<file path="config.mk">
export PLATFORM = sky130hd
export DESIGN_NAME = bus_strobe_tree
export DESIGN_NICKNAME = d
export VERILOG_FILES = /design/src/rtl/clk_strobe_pkg.sv /design/src/rtl/strobe_div.sv /design/src/rtl/bus_div.sv /design/src/rtl/periph_gate.sv /design/src/rtl/bus_strobe_tree.sv
export SDC_FILE = /design/constraint.sdc
export NUM_CORES = 1
export LEC_CHECK = 0
export BUFFER_PORTS_ARGS = -buffer_cell sky130_fd_sc_hd__buf_2
export CAP_MARGIN = 20
export CORE_MARGIN = 3
export CORE_UTILIZATION = 60
export CTS_BUF_LIST = sky130_fd_sc_hd__clkbuf_4
export DETAILED_ROUTE_END_ITERATION = 16
export GPL_ROUTABILITY_DRIVEN = 0
export GPL_TIMING_DRIVEN = 0
export PLACE_DENSITY = 0.82
export SLEW_MARGIN = 10
export SYNTH_ARGS = -nofsm -noshare
export SYNTH_HDL_FRONTEND = slang
export SYNTH_SLANG_ARGS = --single-unit
</file>
<file path="constraint.sdc">
create_clock -name clk -period 3.95 [get_ports clk]
set_clock_uncertainty 0.1 [all_clocks]
set_input_delay 1.185 -clock clk [delete_from_list [all_inputs] [get_ports clk]]
set_output_delay 1.185 -clock clk [all_outputs]
set_load 0.01 [all_outputs]
</file>
<file path="src/rtl/clk_strobe_pkg.sv">
package clk_strobe_pkg;

    localparam int HS_RW  = 10;   // holds ratios up to 512
    localparam int PB_RW  = 5;    // holds ratios up to 16
    localparam int ADC_RW = 4;    // holds ratios up to 8
    localparam int ST_RW  = 4;
    localparam int ST_RATIO = 8;

    typedef struct packed {
        logic hs;
        logic pb1;
        logic pb2;
        logic tm1;
        logic tm2;
        logic adc;
        logic systick;
    } strobe_t;

    function automatic logic [HS_RW-1:0] hs_ratio(input logic [3:0] sel);
        logic [3:0] sh;
        if (!sel[3]) return HS_RW'(1);
        // ratio 32 is skipped: upper half of codes shifts one extra step
        sh = {1'b0, sel[2:0]} + 4'd1 + (sel[2] ? 4'd1 : 4'd0);
        return HS_RW'(1) << sh;
    endfunction

    function automatic logic [PB_RW-1:0] pb_ratio(input logic [2:0] sel);
        logic [2:0] sh;
        if (!sel[2]) return PB_RW'(1);
        sh = {1'b0, sel[1:0]} + 3'd1;
        return PB_RW'(1) << sh;
    endfunction

    function automatic logic [ADC_RW-1:0] adc_ratio(input logic [1:0] sel);
        return ADC_RW'({sel, 1'b0}) + ADC_RW'(2);
    endfunction

endpackage

</file>
<file path="src/rtl/strobe_div.sv">
module strobe_div #(
    parameter int W           = 4,
    parameter int RESET_RATIO = 1
) (
    input  logic         clk,
    input  logic         rst,
    input  logic         tick_in,
    input  logic [W-1:0] ratio_in,
    output logic         tick_out
);
    logic [W-1:0] cnt;
    logic [W-1:0] cur;
    logic         term;

    assign term     = (cnt == cur - W'(1));
    assign tick_out = tick_in & term;

    always_ff @(posedge clk) begin
        if (rst) begin
            cnt <= '0;
            cur <= W'(RESET_RATIO);
        end else if (tick_in) begin
            if (term) begin
                cnt <= '0;
                cur <= ratio_in;
            end else begin
                cnt <= cnt + W'(1);
            end
        end
    end


    out_needs_in_chk: assert property (@(posedge clk) disable iff (rst)
        tick_out |-> tick_in);


    ratio_hold_chk: assert property (@(posedge clk) disable iff (rst)
        !(tick_in && term) |=> $stable(cur));


    cnt_range_chk: assert property (@(posedge clk) disable iff (rst)
        cnt < cur);

endmodule

</file>
<file path="src/rtl/bus_div.sv">
module bus_div #(
    parameter int W = 5
) (
    input  logic         clk,
    input  logic         rst,
    input  logic         tick_in,
    input  logic [W-1:0] ratio_in,
    output logic         tick_out,
    output logic         tick_dbl
);
    logic [W-1:0] cnt;
    logic [W-1:0] cur;
    logic         term;
    logic         mid;

    assign term     = (cnt == cur - W'(1));
    // for a ratio of 1 the midpoint compare never matches; term covers it
    assign mid      = (cnt == (cur >> 1) - W'(1));
    assign tick_out = tick_in & term;
    assign tick_dbl = tick_in & (term | mid);

    always_ff @(posedge clk) begin
        if (rst) begin
            cnt <= '0;
            cur <= W'(1);
        end else if (tick_in) begin
            if (term) begin
                cnt <= '0;
                cur <= ratio_in;
            end else begin
                cnt <= cnt + W'(1);
            end
        end
    end


    dbl_covers_chk: assert property (@(posedge clk) disable iff (rst)
        tick_out |-> tick_dbl);


    dbl_needs_in_chk: assert property (@(posedge clk) disable iff (rst)
        tick_dbl |-> tick_in);


    bus_ratio_hold_chk: assert property (@(posedge clk) disable iff (rst)
        !(tick_in && term) |=> $stable(cur));

endmodule

</file>
<file path="src/rtl/periph_gate.sv">
module periph_gate #(
    parameter int N = 8
) (
    input  logic         clk,
    input  logic         rst,
    input  logic         bus_stb,
    input  logic [N-1:0] en_in,
    output logic [N-1:0] stb_out
);
    logic [N-1:0] en_q;

    always_ff @(posedge clk) begin
        if (rst) en_q <= '0;
        else     en_q <= en_in;
    end

    assign stb_out = en_q & {N{bus_stb}};


    gate_subset_chk: assert property (@(posedge clk) disable iff (rst)
        (|stb_out) |-> bus_stb);


    gate_lag_chk: assert property (@(posedge clk) disable iff (rst)
        (stb_out & ~$past(en_in)) == '0);

endmodule

</file>
<file path="src/rtl/bus_strobe_tree.sv">
module bus_strobe_tree
    import clk_strobe_pkg::*;
#(
    parameter int N_PERIPH = 8
) (
    input  logic                clk,
    input  logic                rst,
    input  logic [3:0]          hs_div_sel,
    input  logic [2:0]          pb1_div_sel,
    input  logic [2:0]          pb2_div_sel,
    input  logic [1:0]          adc_div_sel,
    input  logic [N_PERIPH-1:0] pb1_en,
    input  logic [N_PERIPH-1:0] pb2_en,
    output logic                hs_stb,
    output logic                pb1_stb,
    output logic                pb2_stb,
    output logic                tmr1_stb,
    output logic                tmr2_stb,
    output logic                adc_stb,
    output logic                systick_stb,
    output logic [N_PERIPH-1:0] pb1_dev_stb,
    output logic [N_PERIPH-1:0] pb2_dev_stb
);
    localparam int NBUS = 2;

    strobe_t             s;
    logic [2:0]          pb_sel [NBUS];
    logic [NBUS-1:0]     pb_s;
    logic [NBUS-1:0]     tm_s;
    logic [N_PERIPH-1:0] en_a  [NBUS];
    logic [N_PERIPH-1:0] dev_a [NBUS];

    assign pb_sel[0] = pb1_div_sel;
    assign pb_sel[1] = pb2_div_sel;
    assign en_a[0]   = pb1_en;
    assign en_a[1]   = pb2_en;

    strobe_div #(.W(HS_RW), .RESET_RATIO(1)) u_hs (
        .clk      (clk),
        .rst      (rst),
        .tick_in  (1'b1),
        .ratio_in (hs_ratio(hs_div_sel)),
        .tick_out (s.hs)
    );

    for (genvar b = 0; b < NBUS; b++) begin : g_bus
        bus_div #(.W(PB_RW)) u_pb (
            .clk      (clk),
            .rst      (rst),
            .tick_in  (s.hs),
            .ratio_in (pb_ratio(pb_sel[b])),
            .tick_out (pb_s[b]),
            .tick_dbl (tm_s[b])
        );

        periph_gate #(.N(N_PERIPH)) u_gate (
            .clk     (clk),
            .rst     (rst),
            .bus_stb (pb_s[b]),
            .en_in   (en_a[b]),
            .stb_out (dev_a[b])
        );
    end

    assign s.pb1 = pb_s[0];
    assign s.pb2 = pb_s[1];
    assign s.tm1 = tm_s[0];
    assign s.tm2 = tm_s[1];

    strobe_div #(.W(ADC_RW), .RESET_RATIO(2)) u_adc (
        .clk      (clk),
        .rst      (rst),
        .tick_in  (s.pb2),
        .ratio_in (adc_ratio(adc_div_sel)),
        .tick_out (s.adc)
    );

    strobe_div #(.W(ST_RW), .RESET_RATIO(ST_RATIO)) u_systick (
        .clk      (clk),
        .rst      (rst),
        .tick_in  (s.hs),
        .ratio_in (ST_RW'(ST_RATIO)),
        .tick_out (s.systick)
    );

    assign hs_stb      = s.hs;
    assign pb1_stb     = s.pb1;
    assign pb2_stb     = s.pb2;
    assign tmr1_stb    = s.tm1;
    assign tmr2_stb    = s.tm2;
    assign adc_stb     = s.adc;
    assign systick_stb = s.systick;
    assign pb1_dev_stb = dev_a[0];
    assign pb2_dev_stb = dev_a[1];


    pb_under_hs_chk: assert property (@(posedge clk) disable iff (rst)
        (pb1_stb || pb2_stb || tmr1_stb || tmr2_stb) |-> hs_stb);


    adc_under_pb2_chk: assert property (@(posedge clk) disable iff (rst)
        adc_stb |-> pb2_stb);


    systick_under_hs_chk: assert property (@(posedge clk) disable iff (rst)
        systick_stb |-> hs_stb);

endmodule

</file>
==> metrics, run 1 <==
All-Layer GR Usage 0.325; IO Pins 53; Max Slew Vio Count 0; failing checks negative setup slack; H-tree levels 3; actual slew at the worst max-slew pin ~0.56 ns; Placement Cell Area 4470 sq um; CP Capture Type primary output; DRT iter0 DRCs 396; Netlist cell types 62; Synth Net Count 538; P_sw between 2 and 2.5 mW; Clock Path Buffers 2; internal power between 2 and 2.5 mW; final WL around 13000 um; number of antenna diodes 0; Post-synth ARST share 0; Die H between 80 and 90 um; final setup fails 19; WL met1 approximately 5000 um; largest net degree at the start of global routing 14; routed length per placed instance 19.1 um; first-pass GRT wire length between 15000 and 20000 um; Main synth FF type dfxtp_1; DR WL met3 about 1100 um; Sw Ratio 0.508; maximum fanout along the worst path 4; Met2 Wirelength slightly above 6000 um; clock latency on the worst-skew pair 0.44 ns; final worst path period need 4.03 ns; critical path class reg2out; TritonCTS Buffers 9; Peak VDD IR between 0.5 and 0.6 mV; CP Data Arrival Time around 2.8 ns; mux share of post-synthesis cell area 0.0176; Die W 88.9 um; CTS hold repair buffers 0; initial antenna violation count 0; CTS root buf clkbuf_4; drt first pass iters 6; I/O Buffers 51; syn_area_per_cell roughly 8.4 sq um; status finished with violations; vias around 4.3k; Achievable Freq between 200 and 250 MHz; EDFF count, synth 0; simple logic cell fraction of the synthesized area 0.289; period utilization 1.02; RSZ-0062 raised after global routing yes; PwrDens roughly 940 nW/um^2; synth warn 0; share of the yosys chip area belonging to registers 0.325; Comb power frac 0.743; Starting Density 0.635; startpoint types register; fraction of layout instances using a drive strength above 1 0.274; xor/xnor share of the synthesized area 0.101; cell area after layout between 5000 and 6000 sq um; Final nets roughly 630; top sig layer met4; WP data required about 2.7 ns; R2R depth 14; synth-to-layout area growth 25.4%; Final WS setup -0.0808 ns; Avg Vias per Cell approximately 6.4; Flop pwr share 0.170; clock-pin slew on the worst setup and hold paths between 0.1 and 0.15 ns; Post-Synthesis Cells 492; Placed Cells incl. Taps between 600 and 700; Hold WS 0.389 ns; clock group share of total power 0.087; share of the core filled with cells 0.796; Synth Area in Adders 0.0534; main combinational cell family by area after synthesis simple AND/OR/NAND/NOR gates; Post-DP HPWL 7480 um; DRC Markers 0; r2r setup slk 1.00 ns; Max-slew headroom 0.627; Hold Path Stages 2; Core Rows 29; min-delay worst type reg2reg; clk sinks 67; vias in the first global route roughly 4.1k; CTS tree built; Antenna Nets Post-Route 0; P_leak between 2 and 2.5 nW; final hold vios 0; RR Endpoint u_systick.cnt[2]; worst hold start g_bus[0].u_pb.cur[1]; FILL cells between 400 and 500; synthesized cell area 4120 sq um; #FFs+latches synth 67; Non-Filler Instances 665; Synth Area in Compound Gates 0.152; hold endpoint g_bus[0].u_pb.cur[1]; r2r startpoint u_hs.cur[1]; total grt overflow 0; max-cap violations 0; die area a little under 8000 sq um; Core ar. 6490 sq um
-- how the worst max path moves through the flow --
stage,slack [ns],end,startpoint
after floorplan,0.06,pb2_dev_stb[0],u_hs.cur[0]
after global placement,-0.51,hs_stb,u_hs.cur[0]
after detailed placement,-0.55,pb2_dev_stb[0],u_hs.cur[0]
after CTS,-0.004,pb1_dev_stb[3],u_hs.cur[3]
after global routing,-0.15,adc_stb,u_hs.cur[0]
final,-0.08,pb1_dev_stb[5],u_hs.cur[0]
-- state kept, by name, summed over array words and instances (netlist names) --
register / flops
u_hs.cur: 10
g_bus.u_pb.cur: 10
u_adc.cnt: 4
g_bus.u_gate.en_q: 16
u_hs.cnt: 10
u_systick.cnt: 4
u_adc.cur: 3
g_bus.u_pb.cnt: 10
-- cell usage after synthesis (4+ instances only) --
cell | n | share of area
or4_1 | 12 | 0.022
o211ai_1 | 5 | 0.0091
clkbuf_1 | 20 | 0.018
mux2i_1 | 5 | 0.012
nor3_1 | 17 | 0.021
and2_1 | 25 | 0.038
nand4_1 | 19 | 0.029
a21oi_1 | 35 | 0.043
or3_1 | 4 | 0.0061
nand3_1 | 25 | 0.030
nor2b_1 | 20 | 0.030
nand2b_1 | 5 | 0.0076
xnor2_1 | 23 | 0.049
nor2_1 | 25 | 0.023
buf_2 | 6 | 0.0073
o31ai_1 | 7 | 0.013
nand2_1 | 16 | 0.015
xor2_1 | 14 | 0.030
nor3b_1 | 6 | 0.011
o21ai_0 | 30 | 0.036
dfxtp_1 | 67 | 0.33
ha_1 | 16 | 0.049
inv_1 | 24 | 0.022
and3_1 | 6 | 0.0091
-- cells in the final DEF, fill, tap and decap left out, types with 4 or more instances in the layout --
| cell type | count |
|---|---|
| nor3b_1 | 5 |
| dfxtp_1 | 63 |
| o31ai_1 | 7 |
| and2_1 | 15 |
| inv_1 | 21 |
| buf_2 | 44 |
| buf_6 | 21 |
| xor2_1 | 13 |
| and3_1 | 5 |
| ha_1 | 15 |
| o21ai_0 | 30 |
| o211ai_1 | 5 |
| nand2_1 | 15 |
| nor2b_1 | 20 |
| clkbuf_4 | 9 |
| nor3_1 | 16 |
| nand3_1 | 24 |
| mux2i_1 | 5 |
| nand4_1 | 19 |
| a21oi_1 | 33 |
| xnor2_1 | 22 |
| buf_4 | 25 |
| nor2_1 | 23 |
| or4_1 | 12 |
| dfxtp_4 | 4 |
| or3_1 | 4 |
| and2_4 | 10 |
| clkbuf_1 | 17 |
| nand2b_1 | 5 |
-- critical path, cell delays in order (launching register included) --
cell,delay (ns)
dfxtp_4,0.38
inv_4,0.06
ha_4,0.15
o21ba_2,0.19
or4b_4,0.56
a21oi_4,0.18
buf_6,0.13
a211oi_4,0.06
buf_6,0.15
and4_4,0.15
and2_1,0.16
buf_2,0.14
-- power groups by stage --
stage,registers [mW],logic [mW],clock network (mW)
2_1_floorplan,0.813,1.71,0
3_3_place_gp,0.830,2.34,0
3_5_place_dp,0.834,2.39,0
4_1_cts,0.814,3.22,0.420
5_1_grt,0.832,3.81,0.452
6_report,0.823,3.61,0.424
-- per-stage QoR --
stage                     worst slack (ns)   TNS, ns  total power [mW]
after floorplan                     0.0628         0              2.52
after global placement              -0.511     -7.55              3.17
after detailed placement            -0.551     -8.62              3.23
after CTS                         -0.00386  -0.00501              4.46
after global routing                -0.149     -2.41              5.09
final                              -0.0808    -0.925              4.85
-- layout make-up --
class | instances | area (sq um) | area share
sequential | 67 | 1360 | 0.262
buffer | 29 | 163 | 0.0315
timing repair buffer | 82 | 574 | 0.111
tap | 77 | 96.3 | 0.0186
clock buffer | 9 | 67.6 | 0.0131
inverter | 24 | 92.6 | 0.0179
clock inverter | 7 | 52.6 | 0.0102
multi-input combinational | 370 | 2770 | 0.535
-- logic make-up after synthesis --
logic type,after synthesis
adders and majority gates,18
AOI/OAI and AO/OA,103
xor gates and xnor gates,41
muxes,7
DFF,67
buffers and inverters,57
and+or+nand+nor,199
-- per-layer routing --
| metal | up-vias | GRT usage |
|---|---|---|
| met5 | - | 0 |
| li1 | 1950 | - |
| met2 | 245 | 0.522 |
| met3 | 68 | 0.0764 |
| met1 | 2013 | 0.394 |
| met4 | 0 | 0.192 |
-- repair_timing --
item | in CTS | in global routing
gates cloned | 3 | 0
setup endpoints to repair | 23 | 23
gates resized for setup | 59 | 30
pin swaps | 18 | 11
buffers inserted | 25 | 5
Note: power is estimated with default switching activity, not from simulation.
==> inputs of run 2 (changes only) <==
--- a/config.mk
+++ b/config.mk
@@ -7,14 +7,16 @@
 export LEC_CHECK = 0
 export BUFFER_PORTS_ARGS = -buffer_cell sky130_fd_sc_hd__buf_2
 export CAP_MARGIN = 20
+export CORE_ASPECT_RATIO = 1.4
 export CORE_MARGIN = 3
-export CORE_UTILIZATION = 60
+export CORE_UTILIZATION = 61
 export CTS_BUF_LIST = sky130_fd_sc_hd__clkbuf_4
 export DETAILED_ROUTE_END_ITERATION = 16
 export GPL_ROUTABILITY_DRIVEN = 0
 export GPL_TIMING_DRIVEN = 0
-export PLACE_DENSITY = 0.82
+export PLACE_DENSITY = 0.83
 export SLEW_MARGIN = 10
 export SYNTH_ARGS = -nofsm -noshare
 export SYNTH_HDL_FRONTEND = slang
+export SYNTH_HIERARCHICAL = 1
 export SYNTH_SLANG_ARGS = --single-unit
==> run 2 against run 1 <==
  * The run still ends with negative setup slack left
  * Cell area increased by 7.0%
  * Non-clock buffer count decreased by 7
  * Worst setup slack got worse by 0.61 ns
  * Critical path depth grew 1
  * Flip-flop and latch count grew 5
  * Synthesized area grew 7.5%
  * First-iteration DRC count is 53% lower
  * Core utilization down 0.88 points
  * Cell count rose by 3.5%
  * Clock power up 10%
  * Power shrank 34%
  * Via count shrank 9.8%
==> metrics, run 2 <==
status finished with violations; failing checks negative setup slack; Avg Vias per Cell 5.61 (-13%); R2R depth 15 (+1); All-Layer GR Usage 0.269 (-0.0562); period utilization 1.18 (+0.155); #FFs+latches synth 72 (+7.5%); RSZ-0062 raised after global routing yes; mux share of post-synthesis cell area 0.0452 (+0.0276); pre-CTS setup slack -1.07 ns (-0.517 ns); P_leak 2.25 nW (+8.3%); IO Pins 53 (unchanged); clock group share of total power 0.146 (+0.059); footprint of the multi-input gates 2840 sq um (+2.4%); Pwr Total 3.20 mW (-34%); Largest register FFs 16 (unchanged); final hold vios 0 (unchanged); CTS tree built; Setup crit end pb2_dev_stb[5]; initial antenna violation count 1 (+1); critical path class reg2out; clock latency on the worst-skew pair 0.43 ns (about the same); FILL cells 448 (+5.7%); met1 Use GR 0.289 (-0.105); Area contributors post-synth dfxtp_1 33%, xor2_1 5.5%, xnor2_1 5.1%; drt first pass iters 5 (-1); actual slew at the worst max-slew pin 0.644 ns (+0.0845 ns); most common cell in the netlist dfxtp_1; Netlist cell types 62 (unchanged); Synth Area in Adders 0.0480 (-0.00542); vias 3858 (-9.8%); clk sinks 72 (+7.5%); Clock Path Buffers 2 (unchanged); final setup fails 22 (+3); Max-slew headroom 0.567 (-0.0594); met2 Track Usage GR 0.496 (-0.0253); syn_area_per_cell 9.12 sq um (+8.8%); H-tree levels 3 (unchanged); DRC Markers 0 (unchanged); internal power 2.00 mW (-16%); TritonCTS Buffers 9 (unchanged); largest net degree at the start of global routing 33 (+19); Post-Synthesis Cells 486 (-1.2%); met3 usage 0.0681 (-0.00828); WP data required 2.66 ns (about the same); r2r startpoint u_hs/cur[2]; Sequential Area 1450 sq um (+7.2%); RR Endpoint u_adc/cnt[3]; share of the core filled with cells 0.787 (-0.00878); die area 8340 sq um (+5.5%); clock-pin slew on the worst setup and hold paths 0.12 ns (-0.02 ns); EDFF count, synth 0 (unchanged); Synth area leader dfxtp_1; first-pass GRT wire length 17900 um (-9.3%); Starting Density 0.631 (-0.00404); launch point of the worst path u_hs/cur[2]; main combinational cell family by area after synthesis simple AND/OR/NAND/NOR gates; Post-synth ARST share 0 (unchanged); setup_tns -13.31 ns (-12.39 ns); Non-Filler Instances 688 (+3.5%); r2r setup slk 0.31 ns (-0.69 ns); CP Capture Type primary output; startpoint types register; final WL 10700 um (-16%); Core Rows 36 (+24%); DRT iter0 DRCs 188 (-53%); PwrDens 578 nW/um^2 (-38%); Synth Area in Compound Gates 0.119 (-0.0329); xor/xnor share of the synthesized area 0.121 (+0.0198); most common cell after layout, fill and taps aside dfxtp_1; GRT Max-Usage Layer met2; share of the yosys chip area belonging to registers 0.325 (about the same); Die H 107 um (+20%); synthesized cell area 4430 sq um (+7.5%); routed length per placed instance 15.5 um (-19%); Sw Ratio 0.376 (-0.132); Die W 78.0 um (-12%); P_sw 1.20 mW (-51%); Yosys top cell area share 0.325 (about the same); simple logic cell fraction of the synthesized area 0.271 (-0.0179); Achievable Freq 215 MHz (-13%); vias in the first global route 3840 (-5.9%); Top reg by flops g_bus.u_gate/en_q; I/O Buffers 52 (+2.0%); Placed Cells incl. Taps 642 (+3.5%); Core ar. 7030 sq um (+8.2%); Peak VDD IR 0.406 mV (-20%); CP Data Arrival Time 3.36 ns (+0.61 ns); maximum fanout along the worst path 8 (+4); min-delay worst type reg2reg; Flop pwr share 0.271 (+0.101); max-cap violations 0 (unchanged); total grt overflow 0 (unchanged); Comb power frac 0.583 (-0.160); most frequent cells in the layout 68 x dfxtp_1, 34 x buf_2, 32 x nand2_1; most frequent cells after synthesis 72 x dfxtp_1, 33 x nand2_1, 29 x nor3_1, 28 x xor2_1; Main synth FF type dfxtp_1; final worst path period need 4.64 ns (+0.612 ns); synth-to-layout area growth 24.9%; synth warn 6 (+6); fraction of layout instances using a drive strength above 1 0.284 (+0.00997); Final WS setup -0.692 ns (-0.612 ns); Max Slew Vio Count 0 (unchanged); Post-DP HPWL 6730 um (-10%); CTS root buf clkbuf_4; Antenna Nets Post-Route 0 (unchanged); Final nets 634 (+0.79%)
-- run 2: changes by cell type in the layout (fill, tap and decap cells not counted), moves of 8 or more --
cell,previous run,this run
xor2_1,13,28
o31ai_1,7,15
clkbuf_1,17,7
nand3_1,24,7
o21ai_0,30,3
nand2b_1,5,16
mux2i_1,5,20
and2_1,15,2
or4_1,12,0
nor3_1,16,27
nand2_1,15,32
buf_2,44,34
a21oi_1,33,19
conb_1,0,11
-- run 2: what timing repair did --
action	4_1_cts	5_1_grt
gates cloned	3	0
hold buffers	0	0
endpoints found under the setup margin	23	23
gates resized for setup	48	8
buffers inserted	28	6
pin swaps	12	12
-- run 2: kinds of logic (layout without fill, tap and decap cells) --
logic type,count (synthesis),count (layout)
compound gates,70,70
xor+xnor,57,57
fa+ha+maj,17,17
buf+inv,49,146
flops,72,72
mux,20,20
other cells,2,12
simple gates,199,199
-- run 2: worst max-delay path, cell delays in order, from the launching register on --
cell and delay (ns):
dfxtp_4 0.37, nor4_4 0.42, and3_1 0.29, nor4b_4 0.35, a31oi_4 0.08, nor3_4 0.22, clkbuf_8 0.17, o211ai_1 0.11
a211oi_2 0.21, and3_4 0.32, buf_12 0.14, and2_4 0.14, buf_6 0.10
-- run 2: power by group through the flow --
stage / clock [mW] / combinational [mW] / sequential [mW]
final: 0.468 / 1.86 / 0.866
after global placement: 0 / 1.24 / 0.879
after floorplan: 0 / 1.02 / 0.862
after detailed placement: 0 / 1.28 / 0.881
after CTS: 0.480 / 1.87 / 0.863
after global routing: 0.518 / 1.98 / 0.875
-- run 2: metrics by stage --
stage               hold WS (ns)  cell area (sq um)
finish                     0.398               5530
global route               0.435               5530
CTS                        0.385               5550
detailed placement         0.368               4900
global placement           0.360               4900
floorplan                  0.347               4520
-- run 2: cell type report --
| cell class | instances | area share |
|---|---|---|
| Clock inverter | 7 | 0.0127 |
| Multi-Input combinational cell | 374 | 0.513 |
| Clock buffer | 9 | 0.0122 |
| Sequential cell | 72 | 0.263 |
| Inverter | 26 | 0.0199 |
| Timing Repair Buffer | 85 | 0.130 |
| Tap cell | 95 | 0.0215 |
| Buffer | 19 | 0.0280 |
| Antenna cell | 1 | 0.000452 |
-- run 2: layer usage --
| layer | share of wire | routed length [um] | vias up |
|---|---|---|---|
| li1 | - | - | 1895 |
| met1 | 0.39 | 4140 | 1833 |
| met2 | 0.54 | 5760 | 108 |
| met3 | 0.050 | 533 | 22 |
| met4 | 0.023 | 247 | 0 |
| met5 | 0 | 0 | - |
-- run 2: worst min path at each step --
stage	from	end	slack, ns	cells past startpoint
2_1_floorplan	u_adc/cur[3]	u_adc/cur[3]	0.35	2
3_3_place_gp	u_adc/cur[3]	u_adc/cur[3]	0.36	2
3_5_place_dp	u_adc/cur[3]	u_adc/cur[3]	0.37	2
4_1_cts	u_adc/cur[3]	u_adc/cur[3]	0.39	2
5_1_grt	u_hs/cur[9]	u_hs/cur[9]	0.43	2
6_report	u_adc/cur[3]	u_adc/cur[3]	0.40	2
==> inputs of run 3 (changes only) <==
--- a/config.mk
+++ b/config.mk
@@ -8,13 +8,14 @@
 export BUFFER_PORTS_ARGS = -buffer_cell sky130_fd_sc_hd__buf_2
 export CAP_MARGIN = 20
 export CORE_ASPECT_RATIO = 1.4
-export CORE_MARGIN = 3
+export CORE_MARGIN = 2
 export CORE_UTILIZATION = 61
 export CTS_BUF_LIST = sky130_fd_sc_hd__clkbuf_4
 export DETAILED_ROUTE_END_ITERATION = 16
 export GPL_ROUTABILITY_DRIVEN = 0
 export GPL_TIMING_DRIVEN = 0
 export PLACE_DENSITY = 0.83
+export SKIP_LAST_GASP = 1
 export SLEW_MARGIN = 10
 export SYNTH_ARGS = -nofsm -noshare
 export SYNTH_HDL_FRONTEND = slang
==> run 3 against run 2 <==
  * The flow still finishes with violations (negative setup slack)
  * First-iteration DRC count rose by 13%
  * Core utilization rose by 2.2 points
  * Via count rose by 2.5%
  * Critical path type unchanged
  * Largest cell class unchanged
==> metrics, run 3 (synthesized netlist as in run 2, its figures left out) <==
total grt overflow 0 (unchanged); Pwr Total 3.37 mW (+5.4%); Top reg by flops g_bus.u_gate/en_q; PwrDens 596 nW/um^2 (+3.3%); CTS tree built; I/O Buffers 52 (unchanged); Starting Density 0.635 (+0.00407); largest net degree at the start of global routing 33 (unchanged); Comb power frac 0.576 (-0.007); Placement Cell Area 4900 sq um (unchanged); Achievable Freq 216 MHz (about the same); number of antenna diodes 0 (-1); TritonCTS Buffers 9 (unchanged); Peak VDD IR 0.419 mV (+3.3%); pre-CTS setup slack -0.967 ns (+0.101 ns); period utilization 1.17 (about the same); vias 3956 (+2.5%); failing checks negative setup slack; Core Rows 36 (unchanged); internal power 2.12 mW (+6.4%); CTS root buf clkbuf_4; first-pass GRT wire length 17400 um (-3.0%); Final nets 642 (+1.3%); launch point of the worst path u_hs/cur[5]; final setup fails 23 (+4.5%); synth-to-layout area growth 27.4%; actual slew at the worst max-slew pin 0.599 ns (-0.0458 ns); Clock Path Buffers 2 (unchanged); status finished with violations; Avg Vias per Cell 5.69 (+1.5%); P_leak 2.30 nW (+2.5%); Largest register FFs 16 (unchanged); Final WS setup -0.689 ns (+0.00360 ns); DRC Markers 0 (unchanged); clock group share of total power 0.165 (+0.019); IO Pins 53 (unchanged); min-delay worst type reg2reg; All-Layer GR Usage 0.267 (-0.00157); r2r startpoint u_hs/cur[5]; WP data required 2.66 ns (about the same); drt first pass iters 5 (unchanged); worst hold start u_adc/cur[3]; clock-pin slew on the worst setup and hold paths 0.13 ns (about the same); Flop pwr share 0.259 (-0.012); die area 7970 sq um (-4.4%); Post-DP HPWL 6690 um (-0.48%); Antenna Nets Post-Route 0 (unchanged); CP Data Arrival Time 3.35 ns (about the same); H-tree levels 3 (unchanged); Core ar. 6980 sq um (-0.64%); cell area after layout 5650 sq um (+2.1%); clock latency on the worst-skew pair 0.45 ns (+0.02 ns); max-cap violations 0 (unchanged); startpoint types register; fraction of layout instances using a drive strength above 1 0.293 (+0.00955); Die H 105 um (-1.9%); final WL 11300 um (+5.5%); clk sinks 72 (unchanged); most frequent cells in the layout 68 x dfxtp_1, 34 x buf_6, 33 x buf_2, 32 x nand2_1, 30 x buf_4; CTS hold repair buffers 0 (unchanged); DRT iter0 DRCs 212 (+13%); maximum fanout along the worst path 7 (-1); Sw Ratio 0.370 (-0.00572); Max-slew headroom 0.598 (+0.0307); P_sw 1.25 mW (+3.8%); final hold vios 0 (unchanged); critical path class reg2out; vias in the first global route 3871 (+0.81%); Max Slew Vio Count 0 (unchanged); most common cell after layout, fill and taps aside dfxtp_1; initial antenna violation count 0 (-1); CP Capture Type primary output; final worst path period need 4.64 ns (-0.00360 ns); RSZ-0062 raised after global routing yes; setup_tns -14.27 ns (-0.954 ns); Die W 76.0 um (-2.6%); routed length per placed instance 16.2 um (+4.4%)
run 3: cell count changes in the layout (fill, tap and decap cells not counted), sizes merged:
cell,delta
buf,+8
clkinv,-4
inv,+2
bufinv,+1
clkinvlp,+1
diode,-1
run 3: final timing paths:
kind / cells past startpoint / endpoint / slack (ns)
worst max register to register: 15 / u_adc/cnt[3] / 0.30
worst min register to register: 2 / u_adc/cur[3] / 0.40
worst max-delay path: 13 / pb2_dev_stb[4] / -0.69
worst min-delay path: 2 / u_adc/cur[3] / 0.40
run 3: worst max-delay path, cell delays in order (launching register included):
cell      delay, ns
dfxtp_4        0.37
nor4_4         0.45
nand2_2        0.15
o311ai_4       0.35
o221ai_4       0.18
nor3_4         0.28
clkbuf_8       0.17
o211ai_1       0.08
a211oi_1       0.17
and3_1         0.20
buf_6          0.15
buf_8          0.12
and2_4         0.14
buf_6          0.10
run 3: what timing repair did:
action / CTS / global route
buffers inserted: 23 / 15
pin swaps: 10 / 14
setup endpoints to repair: 23 / 23
gates resized for setup: 21 / 37
gates cloned: 3 / 0
run 3: layout make-up:
| type | count | area (sq um) |
|---|---|---|
| Multi-Input combinational cell | 374 | 2840 |
| Sequential cell | 72 | 1450 |
| Fill cell | 434 | 1340 |
| Timing Repair Buffer | 91 | 779 |
| Buffer | 21 | 181 |
| Tap cell | 95 | 119 |
| Inverter | 26 | 108 |
| Clock inverter | 7 | 101 |
| Clock buffer | 9 | 67.6 |
run 3: routing by layer:
metal | share of wire | track usage
met5 | 0 | 0
met4 | 0.029 | 0.106
met3 | 0.048 | 0.0527
met2 | 0.54 | 0.502
met1 | 0.38 | 0.291
run 3: stage by stage:
step	util	cells	hold WS [ns]
after floorplan	-	495	0.347
after global placement	0.702	642	0.360
after detailed placement	0.702	642	0.385
after CTS	0.775	682	0.401
after global routing	0.809	695	0.428
final	0.809	695	0.398
run 3: power groups by stage:
stage          sequential, mW  clock (mW)  combinational [mW]
4_1_cts                 0.867       0.560                1.70
6_report                0.871       0.556                1.94
2_1_floorplan           0.862           0                1.02
3_3_place_gp            0.878           0                1.24
3_5_place_dp            0.883           0                1.27
5_1_grt                 0.878       0.593                2.07
